<file path="src/rtl/rtc_ctl_pkg.sv">
package rtc_ctl_pkg;

    typedef enum logic [1:0] {
        BUS_IDLE = 2'd0,
        BUS_RD   = 2'd1,
        BUS_WR   = 2'd2
    } bus_state_t;

    typedef enum logic [1:0] {
        TMR_STOPPED = 2'd0,
        TMR_RUN     = 2'd1,
        TMR_EXPIRED = 2'd2
    } tmr_state_t;

    typedef struct packed {
        logic test;
        logic clk_stop;
        logic irq_sel;
        logic irq_stop;
    } ctl_bits_t;

    // Delay length in tenths of a second for each code; 0 means no timer.
    function automatic int unsigned delay_tenths(input logic [2:0] code);
        case (code)
            3'd1:    delay_tenths = 1;
            3'd2:    delay_tenths = 5;
            3'd3:    delay_tenths = 10;
            3'd4:    delay_tenths = 50;
            3'd5:    delay_tenths = 100;
            3'd6:    delay_tenths = 300;
            3'd7:    delay_tenths = 600;
            default: delay_tenths = 0;
        endcase
    endfunction

endpackage

</file>
<file path="src/rtl/rtc_bus_fsm.sv">
module rtc_bus_fsm
    import rtc_ctl_pkg::*;
#(
    parameter int ADDR_W = 4,
    parameter int DATA_W = 4
) (
    input  logic              clk,
    input  logic              rst_n,
    input  logic              cs_n,
    input  logic              rd_n,
    input  logic              wr_n,
    input  logic [ADDR_W-1:0] addr,
    input  logic [DATA_W-1:0] wdata,
    output bus_state_t        state_o,
    output logic [ADDR_W-1:0] hold_addr,
    output logic [DATA_W-1:0] hold_data,
    output logic              rd_begin,
    output logic              rd_end,
    output logic              wr_end
);

    logic       rs, ws;
    bus_state_t state_q, state_d;

    assign rs = !cs_n && !rd_n;
    assign ws = !cs_n && !wr_n;

    always_comb begin
        state_d = state_q;
        unique case (state_q)
            BUS_IDLE: begin
                if (ws)      state_d = BUS_WR;
                else if (rs) state_d = BUS_RD;
            end
            BUS_RD:  if (!rs) state_d = BUS_IDLE;
            BUS_WR:  if (!ws) state_d = BUS_IDLE;
            default: state_d = BUS_IDLE;
        endcase
    end

    always_ff @(posedge clk) begin
        if (!rst_n) state_q <= BUS_IDLE;
        else        state_q <= state_d;
    end

    // Address and data track the bus while the strobe is open, so the
    // values present at the closing edge are the ones committed.
    always_ff @(posedge clk) begin
        if (!rst_n) begin
            hold_addr <= '0;
            hold_data <= '0;
        end else begin
            if ((state_q == BUS_IDLE && (rs || ws)) ||
                (state_q == BUS_RD && rs) ||
                (state_q == BUS_WR && ws))
                hold_addr <= addr;
            if (ws && state_q != BUS_RD)
                hold_data <= wdata;
        end
    end

    always_comb begin
        state_o  = state_q;
        rd_begin = (state_q == BUS_IDLE) && rs && !ws;
        rd_end   = (state_q == BUS_RD) && !rs;
        wr_end   = (state_q == BUS_WR) && !ws;
    end

endmodule

</file>
<file path="src/rtl/rtc_irq_timer.sv">
module rtc_irq_timer
    import rtc_ctl_pkg::*;
#(
    parameter int TICK_HZ = 10
) (
    input  logic       clk,
    input  logic       rst_n,
    input  logic       tick,
    input  logic       start,
    input  logic       stop,
    input  logic [2:0] code,
    input  logic       repeat_en,
    output logic       timeout,
    output tmr_state_t state_o
);

    localparam int CW = $clog2(60 * TICK_HZ + 1);

    tmr_state_t    state_q, state_d;
    logic [CW-1:0] cnt_q, cnt_d;
    logic [CW-1:0] lim;
    logic          hit;

    always_comb begin
        lim = CW'(delay_tenths(code) * TICK_HZ / 10);
        hit = tick && (lim != '0) && (cnt_q == lim - 1'b1);
    end

    always_comb begin
        state_d = state_q;
        cnt_d   = cnt_q;
        if (stop) begin
            state_d = TMR_STOPPED;
            cnt_d   = '0;
        end else begin
            unique case (state_q)
                TMR_STOPPED, TMR_EXPIRED: begin
                    if (start) begin
                        state_d = TMR_RUN;
                        cnt_d   = '0;
                    end
                end
                TMR_RUN: begin
                    if (hit) begin
                        cnt_d   = '0;
                        state_d = repeat_en ? TMR_RUN : TMR_EXPIRED;
                    end else if (tick) begin
                        cnt_d = cnt_q + 1'b1;
                    end
                end
                default: state_d = TMR_STOPPED;
            endcase
        end
    end

    always_ff @(posedge clk) begin
        if (!rst_n) begin
            state_q <= TMR_STOPPED;
            cnt_q   <= '0;
        end else begin
            state_q <= state_d;
            cnt_q   <= cnt_d;
        end
    end

    always_comb begin
        state_o = state_q;
        timeout = (state_q == TMR_RUN) && hit && !stop;
    end

endmodule

</file>
<file path="src/rtl/rtc_status.sv">
module rtc_status (
    input  logic       clk,
    input  logic       rst_n,
    input  logic       tick,
    input  logic       timeout,
    input  logic       in_ctl_rd,
    input  logic       ctl_rd_end,
    input  logic       snap_take,
    input  logic       clr_irq,
    output logic       dcf,
    output logic       iflag,
    output logic [3:0] snap
);

    logic pend;

    always_ff @(posedge clk) begin
        if (!rst_n) begin
            dcf   <= 1'b0;
            iflag <= 1'b0;
            pend  <= 1'b0;
        end else if (ctl_rd_end) begin
            dcf   <= 1'b0;
            iflag <= pend || timeout;
            pend  <= 1'b0;
        end else begin
            if (tick && !in_ctl_rd) dcf <= 1'b1;
            if (clr_irq) begin
                iflag <= 1'b0;
                pend  <= 1'b0;
            end else if (timeout) begin
                if (in_ctl_rd) pend  <= 1'b1;
                else           iflag <= 1'b1;
            end
        end
    end

    always_ff @(posedge clk) begin
        if (!rst_n)         snap <= '0;
        else if (snap_take) snap <= {dcf, 2'b00, iflag};
    end

endmodule

</file>
<file path="src/rtl/rtc_ctl_top.sv">
module rtc_ctl_top
    import rtc_ctl_pkg::*;
#(
    parameter int ADDR_W  = 4,
    parameter int TICK_HZ = 10
) (
    input  logic              clk,
    input  logic              rst_n,
    input  logic              cs_n,
    input  logic              rd_n,
    input  logic              wr_n,
    input  logic [ADDR_W-1:0] addr,
    input  logic [3:0]        wdata,
    input  logic              tick,
    input  logic              osc,
    input  logic [3:0]        ext_rdata,
    output logic [3:0]        rdata,
    output logic              ext_we,
    output logic [ADDR_W-1:0] ext_addr,
    output logic [3:0]        ext_wdata,
    output logic              clk_halt,
    output logic              int_n
);

    localparam int                DATA_W   = 4;
    localparam logic [ADDR_W-1:0] CTL_ADDR = '0;
    localparam logic [ADDR_W-1:0] SEL_ADDR = '1;

    bus_state_t        bus_st;
    tmr_state_t        tmr_st;
    logic [ADDR_W-1:0] hold_addr;
    logic [DATA_W-1:0] hold_data;
    logic              rd_begin, rd_end, wr_end;
    ctl_bits_t         ctl_q;
    logic [3:0]        ireg_q;
    logic              wr_ctl, wr_ireg, in_ctl_rd, ctl_rd_end;
    logic              t_start, t_stop, timeout;
    logic              dcf, iflag;
    logic [3:0]        snap;

    rtc_bus_fsm #(.ADDR_W(ADDR_W), .DATA_W(DATA_W)) u_bus (
        .clk(clk), .rst_n(rst_n), .cs_n(cs_n), .rd_n(rd_n), .wr_n(wr_n),
        .addr(addr), .wdata(wdata), .state_o(bus_st),
        .hold_addr(hold_addr), .hold_data(hold_data),
        .rd_begin(rd_begin), .rd_end(rd_end), .wr_end(wr_end)
    );

    always_comb begin
        wr_ctl     = wr_end && (hold_addr == CTL_ADDR);
        wr_ireg    = wr_end && (hold_addr == SEL_ADDR) && ctl_q.irq_sel;
        in_ctl_rd  = ((bus_st == BUS_RD) && (hold_addr == CTL_ADDR)) ||
                     (rd_begin && (addr == CTL_ADDR));
        ctl_rd_end = rd_end && (hold_addr == CTL_ADDR);
        t_start    = wr_ctl && !hold_data[0] && (ireg_q[2:0] != 3'd0);
        t_stop     = (wr_ctl && hold_data[0]) ||
                     (wr_ireg && (hold_data[2:0] == 3'd0));
    end

    always_ff @(posedge clk) begin
        if (!rst_n) begin
            ctl_q  <= '{test: 1'b0, clk_stop: 1'b0, irq_sel: 1'b0, irq_stop: 1'b1};
            ireg_q <= '0;
        end else if (wr_ctl) begin
            ctl_q <= '{test:     hold_data[3],
                       clk_stop: hold_data[2],
                       irq_sel:  hold_data[1],
                       irq_stop: hold_data[0] || (ireg_q[2:0] == 3'd0)};
        end else if (wr_ireg) begin
            ireg_q <= hold_data;
            if (hold_data[2:0] == 3'd0) ctl_q.irq_stop <= 1'b1;
        end
    end

    rtc_irq_timer #(.TICK_HZ(TICK_HZ)) u_tmr (
        .clk(clk), .rst_n(rst_n), .tick(tick), .start(t_start), .stop(t_stop),
        .code(ireg_q[2:0]), .repeat_en(ireg_q[3]),
        .timeout(timeout), .state_o(tmr_st)
    );

    rtc_status u_stat (
        .clk(clk), .rst_n(rst_n), .tick(tick), .timeout(timeout),
        .in_ctl_rd(in_ctl_rd), .ctl_rd_end(ctl_rd_end),
        .snap_take(rd_begin && (addr == CTL_ADDR)),
        .clr_irq(wr_ireg && (hold_data[2:0] == 3'd0)),
        .dcf(dcf), .iflag(iflag), .snap(snap)
    );

    always_comb begin
        if (addr == CTL_ADDR)
            rdata = (bus_st == BUS_RD) ? snap : {dcf, 2'b00, iflag};
        else if ((addr == SEL_ADDR) && ctl_q.irq_sel)
            rdata = ireg_q;
        else
            rdata = ext_rdata;
        ext_we    = wr_end && (hold_addr != CTL_ADDR) && !wr_ireg;
        ext_addr  = hold_addr;
        ext_wdata = hold_data;
        clk_halt  = ctl_q.clk_stop;
        int_n     = ctl_q.test ? osc : !iflag;
    end

endmodule

</file>
<file path="config.mk">
export PLATFORM = sky130hd
export DESIGN_NAME = rtc_ctl_top
export DESIGN_NICKNAME = d
export VERILOG_FILES = /design/src/rtl/rtc_ctl_pkg.sv /design/src/rtl/rtc_bus_fsm.sv /design/src/rtl/rtc_irq_timer.sv /design/src/rtl/rtc_status.sv /design/src/rtl/rtc_ctl_top.sv
export SDC_FILE = /design/constraint.sdc
export NUM_CORES = 1
export LEC_CHECK = 0
export ABC_AREA = 1
export CAP_MARGIN = 20
export CORE_ASPECT_RATIO = 0.8
export CORE_MARGIN = 2
export CORE_UTILIZATION = 30
export DETAILED_ROUTE_END_ITERATION = 10
export GPL_TIMING_DRIVEN = 0
export PLACE_DENSITY = 0.44
export SLEW_MARGIN = 5
export SYNTH_ARGS = -nofsm -noshare
export SYNTH_HDL_FRONTEND = slang
export SYNTH_HIERARCHICAL = 1
export SYNTH_SLANG_ARGS = --single-unit
</file>
<file path="constraint.sdc">
create_clock -name clk -period 9.3 [get_ports clk]
set_input_delay 2.325 -clock clk [delete_from_list [all_inputs] [get_ports clk]]
set_output_delay 2.325 -clock clk [all_outputs]
set_load 0.02 [all_outputs]
</file>
Word-level counts from Yosys, hierarchy flattened
Cells that the tools add are included.
{"block": "totals", "ff_bits": 34, "latch_bits": 0, "ramBits": 0, "romBits": 0, "inputBits": 19, "output_inout_bits": 15, "wordCells": 127, "mem_count": 0}
{"block": "op_classes", "add_sub_neg": 2, "multipliers": 1, "div_mod_pow": 1, "magnitude_cmp": 0, "eq_ne": 22, "shift": 0, "mux": 22, "n_bitwise": 2, "n_reduce_logical": 64}
{"cell": "$pmux 10 s7", "count": 1}
{"cell": "$div 32x4->32 const B", "count": 1}
{"cell": "$mux 10", "count": 3}
{"cell": "$logic_and 1x1->1", "count": 28}
{"cell": "$pmux 10 s2", "count": 1}
{"cell": "$mux 2", "count": 7}
{"cell": "$mul 10x3->13 const B", "count": 1}
{"cell": "$eq 3x3->1 const B", "count": 4}
{"cell": "$mux 4", "count": 3}
{"cell": "$add 10x1->10 const B", "count": 1}
{"cell": "$eq 10x10->1", "count": 1}
{"cell": "$logic_not 1->1", "count": 10}
{"cell": "$reduce_bool 10->1", "count": 1}
{"cell": "$sub 10x1->10 const B", "count": 1}
{"cell": "$eq 4x4->1 const B", "count": 2}
{"cell": "$logic_not 4->1", "count": 2}
{"cell": "$reduce_and 2->1", "count": 4}
{"cell": "$eq 3x2->1 const B", "count": 2}
{"cell": "$logic_or 1x1->1", "count": 6}
{"cell": "$ne 2x2->1 const B", "count": 3}
{"cell": "$pmux 2 s3", "count": 1}
{"cell": "$reduce_and 3->1", "count": 2}
{"cell": "$reduce_bool 3->1", "count": 2}
{"cell": "$reduce_or 2->1", "count": 3}
{"cell": "other kinds (15)", "count": 24}

Longest topological paths before layout
{"block": "logic_depth", "depth_word": 13, "mapped_depth": 68}

Cells and area by module
Netlist, hierarchy kept.
{"mod": "rtc_irq_timer", "n_inst": 1, "cells_each": 509, "area_each_um2": 2901.5, "seq_area_each_um2": 240.2}
{"mod": "rtc_ctl_top", "n_inst": 1, "cells_each": 110, "area_each_um2": 578.1, "seq_area_each_um2": 140.1}
{"mod": "rtc_bus_fsm", "n_inst": 1, "cells_each": 59, "area_each_um2": 444.2, "seq_area_each_um2": 200.2}
{"mod": "rtc_status", "n_inst": 1, "cells_each": 30, "area_each_um2": 210.2, "seq_area_each_um2": 100.1}

Worst setup path after synthesis
Ideal clock, no wire load.
{"block": "synth_timing", "kind": "reg-to-reg", "from": "register ireg_q[0]", "to": "register u_stat.iflag", "arrival_time_ns": 7.098, "required_time_ns": 9.230, "path_slack_ns": 2.132, "stages_incl_launch_ff": 63, "synth_period_minus_slack_ns": 7.168, "path_cell_list": "dfxtp_1 nand2_1 inv_1 nor2_1 nor2_1 ha_1 ha_1 fa_1 nor2_1 nor2_1 nand2_1 nand2_1 nand3_2 nand2_1 nand2_1 nand2_1 nand2_1 nand2_1 [27 not listed] nand3_1 nor2_2 ha_1 nand2_1 nor2_1 xor2_1 nand3_1 nor4_1 nand3_1 nor2_1 nand3_1 nor2_1 nand2_1 nor3_1 nand2_1 nand2_1 nand2_1 a21oi_1"}
{"block": "synth_via", "elab_chain_len": 11, "elab_cells_between_ends": 21, "classes_between": "add/sub (1); mul (1); div (1); eq/ne (8); mux (2); reduce/logical (8)"}
{"item": "from (decl)", "line_no": "rtc_ctl_top.sv:35", "source": "logic [3:0] ireg_q;"}
{"item": "from (signal assigned)", "line_no": "rtc_ctl_top.sv:69", "source": "ireg_q <= hold_data;"}
{"item": "$eq 3x3->1, or another cell as far along", "line_no": "rtc_ctl_pkg.sv:24", "source": "case (code)"}
{"item": "$pmux 10 s7 *", "line_no": "rtc_ctl_pkg.sv:24"}
{"item": "$mul 10x3->13 *", "line_no": "rtc_irq_timer.sv:25", "source": "lim = CW'(delay_tenths(code) * TICK_HZ / 10);"}
{"item": "$div 32x4->32 *", "line_no": "rtc_irq_timer.sv:25"}
{"item": "$sub 10x1->10 / $reduce_bool 10->1 (equally long branches)", "line_no": "rtc_irq_timer.sv:26", "source": "hit = tick && (lim != '0) && (cnt_q == lim - 1'b1);"}
{"item": "$eq 10x10->1 / $logic_and 1x1->1 (equally long branches)", "line_no": "rtc_irq_timer.sv:26"}
{"item": "$logic_and 1x1->1 *", "line_no": "rtc_irq_timer.sv:26"}
{"item": "$logic_and 1x1->1 * (2 in a row)", "line_no": "rtc_irq_timer.sv:68", "source": "timeout = (state_q == TMR_RUN) && hit && !stop;"}
{"item": "via timeout", "line_no": "rtc_ctl_top.sv:37", "source": "logic t_start, t_stop, timeout;"}
{"item": "$reduce_bool 3->1 (no line) / $logic_or 1x1->1 (equally long branches)"}
{"item": "$reduce_and 2->1 (no line) / $mux 1 (equally long branches)"}
{"item": "to (signal assigned)", "line_no": "rtc_status.sv:24", "source": "iflag <= pend || timeout;"}
{"item": "to (decl)", "line_no": "rtc_status.sv:11", "source": "output logic iflag,"}
The timed path passes the listed nets; every way through them passes the cells marked *.
A chain may end at the register's enable or synchronous reset.

Worst setup path after layout
Same ends and word-level chain as after synthesis.

==> reports/qor.yml <==
status:
  outcome: "finished clean"
floorplan:
  ios: 34
  core_mm2: 0.01350
  fp.dieH_um: 109.0
  num_rows: 38
  dieArea_mm2: 0.01474
  fp.dieW_um: 135.2
  initial_core_util: 0.3062
yosys:
  ys_warn_count: 6
  seq_area_frac_synth: 0.1646
  synth_cells: 708
  synth_area_per_cell_um2: 5.839
  syn_area_mm2: 0.004134
  ys_types: 44
  synth_seq_cells: 34
critical_path:
  critical_path_class: "register to register"
  start_kind: "register"
  crit_path_max_incr_delay_ps: 410
  cp_max_fo: 10
  crit_end: "u_stat/iflag$_SDFFE_PN0P_"
  r2r_setup_slack_ps: 1020
  crit_required_ps: 9510
  timing.rr.start: "ireg_q[0]$_SDFFE_PN0P_"
  setup.worst_path.end_class: "register"
  crit_start: "ireg_q[0]$_SDFFE_PN0P_"
  worst_r2r_endpoint: "u_stat/iflag$_SDFFE_PN0P_"
  crit_top_cell: "nand2_1"
  crit_slowest_cell: "dfxtp_2"
  cp.arrival_ps: 8490
  r2r_cells: 59
clock_network:
  cts_hold_buf: 0
  cts_buffers: 5
  clk_latency_ps: 280
  cts.sinks: 34
  cts_root_buffer: "clkbuf_16"
  htreeDepth: 2
  cts_max_path_buffers: 2
  path_clk_slew_ps: 50
  cts_tree: "yes"
place:
  gp_congestion: 0.7985
  io_buffers: 33
  dp_hpwl_mm: 9.573
finish:
  final_util: 0.3610
  area_growth_pct: 17.92
  drive_above_1_share: 0.1505
  regArea_um2: 685.7
  final_nets: 782
  multi_input_area_mm2: 0.002993
  fillers: 1537
  antenna_cells: 0
drt:
  first_iter_violations: 218
  ant_nets: 0
  vias: 4281
  wl_per_cell_um: 12.32
  drtPass1Iterations: 4
  vias_per_cell: 4.598
  routed_wl_mm: 11.47
  remaining_drc_errors: 0
worst_hold_path:
  holdCritPathClass: "register to register"
sta:
  tns_ps: 0
  fin_hold_ws_ps: 482.1
  drv_slew: 0
  rsz0062_at_grt: "false"
  max_clock_freq_mhz: 120.8
  skew_ps: 3.795
  finalHoldViolCount: 0
  setup_viol: 0
  worst_pin_slew_ps: 676.4
  fin_crit_sh: 0.8903
  layout_min_cycle_time_ps: 8280
  slew_headroom: 0.5474
job:
  cap_violations: 0
global_route:
  grt_pass1_vias: 4028
  grt_first_pass_wirelength_mm: 19.58
  antenna_found_initial: 0
  grt.total_usage: 0.1645
  grt_max_degree: 14
  grt-ovfl-total: 0
power:
  total_leakage_power_nw: 2.497
  power_density_mw_per_mm2: 73.67
  ir_drop_mv: 0.06410
==> area by class of cell <==
type	count	share of cell area
Buffer	8	0.01335
Clock buffer	6	0.02644
Clock inverter	1	0.001540
Inverter	113	0.08701
Multi-Input combinational cell	554	0.6140
Sequential cell	34	0.1407
Tap cell	180	0.04620
Timing Repair Buffer	35	0.07084
==> layout by cell type (no fill, tap or decap), types with 2 or more instances in the layout <==
master and n:
ha_1 11, nand3_1 82, o21bai_2 2, o21ai_1 8, o21ai_0 18, a21oi_1 18
a22oi_1 2, nand2_2 21, nor3b_2 2, nand2_4 7, nor3_1 8, or2_1 2
inv_1 98, dfxtp_1 32, clkdlybuf4s50_1 33, buf_6 3, nor2_2 13, conb_1 2
clkinv_1 2, clkbuf_1 2, o21ai_4 2, nor2_4 7, nor2_1 102, nand4_1 14
o21bai_1 6, nand3b_1 5, clkbuf_16 5, nand3_4 3, buf_4 5, a21oi_2 7
nand3_2 14, xor2_1 13, nand2_1 173, inv_2 13
==> how the worst min path moves through the flow <==
| stage | from | end | cells past startpoint |
|---|---|---|---|
| global placement | u_tmr/state_o[1]$_SDFFE_PP0P_ | u_tmr/state_o[1]$_SDFFE_PP0P_ | 2 |
| detailed placement | u_tmr/state_o[1]$_SDFFE_PP0P_ | u_tmr/state_o[1]$_SDFFE_PP0P_ | 2 |
| finish | u_tmr/state_o[1]$_SDFFE_PP0P_ | u_tmr/state_o[1]$_SDFFE_PP0P_ | 2 |
| global route | u_tmr/state_o[1]$_SDFFE_PP0P_ | u_tmr/state_o[1]$_SDFFE_PP0P_ | 2 |
| floorplan | u_tmr/state_o[1]$_SDFFE_PP0P_ | u_tmr/state_o[1]$_SDFFE_PP0P_ | 2 |
| CTS | u_tmr/state_o[1]$_SDFFE_PP0P_ | u_tmr/state_o[1]$_SDFFE_PP0P_ | 2 |
==> cell families (layout without fill, tap and decap cells) <==
| logic type | after synthesis | in the layout | synth area share |
|---|---|---|---|
| AO/OA/AOI/OAI | 66 | 66 | 0.1023 |
| buffers and inverters | 121 | 163 | 0.1183 |
| flip-flops | 34 | 34 | 0.1646 |
| AND/OR/NAND/NOR | 460 | 460 | 0.5460 |
| other | 1 | 2 | 0.0009071 |
| XOR/XNOR | 14 | 14 | 0.02966 |
| adder cells (fa/ha/maj) | 12 | 12 | 0.03814 |
==> layer usage <==
metal / up-vias / global-route usage / wire (um)
li1: 2335 / - / -
met1: 1912 / 0.2605 / 6788
met2: 32 / 0.2393 / 4437
met3: 2 / 0.02185 / 208
met4: 0 / 0.02009 / 31
met5: - / 0 / 0
==> state kept, by name (all words and copies together), names as in the netlist <==
register and flops:
u_stat/snap 2, u_tmr/cnt_q 10, u_stat/pend 1, u_bus/state_o 2, ctl_q 2, u_bus/hold_data 4
u_stat/dcf 1, u_bus/hold_addr 4, ireg_q 4, u_tmr/state_o 2, clk_halt 1, u_stat/iflag 1
==> through the flow <==
step	setup WS, ps	total power [W]	instances	cell area [um2]
after floorplan	2132	0.0001811	709	4138
after global placement	680.9	0.0002059	922	4693
after detailed placement	584.1	0.0002060	922	4693
after CTS	507.7	0.0003669	929	4830
after global routing	42.69	0.0003789	931	4875
final	1020	0.0003591	931	4875
==> Yosys cell counts, drive strengths merged <==
cell type  count  area, um2
a21oi         25      151.4
nor3b          2      25.02
nand4         14      87.58
a22oi          2      15.01
o211ai         1      12.51
xor2          13      113.9
o22ai          1      6.260
o21bai         8      67.56
clkinv         2      7.510
clkbuf         1      3.750
conb           1      3.750
nor4           1      6.260
dfxtp         34      680.7
nand3         99      598.1
nand2        201      859.6
o21ai         28      162.7
and2           1      6.260
nand3b         5      37.54
buf            7      61.30
ha            11      137.6
xnor2          1      8.760
or2            4      25.03
o21a           1      7.510
and3           1      6.260
nor2         123      560.5
nor3           9      45.04
fa             1      20.02
inv          111      416.7
==> worst max-delay path, delay by kind of cell, from the launching register on <==
family / cells / cell delay, ps
AOI/OAI and AO/OA: 6 / 1030
xor gates and xnor gates: 1 / 170
adders and majority gates: 4 / 1060
buffers and inverters: 3 / 490
DFF: 1 / 410
and+or+nand+nor: 45 / 5010
==> power by group <==
group	internal, W	total, W	switching [W]
Clock	0.0000976	0.000157	0.0000590
Sequential	0.000149	0.000155	0.00000509
Combinational	0.0000221	0.0000480	0.0000259
Total	0.000269	0.000359	0.0000900
==> timing repair <==
action	in CTS	in global routing
setup buffers	0	2
resized for setup	0	9
endpoints found under the setup margin	0	11
Note: power is estimated with default switching activity, not from simulation.
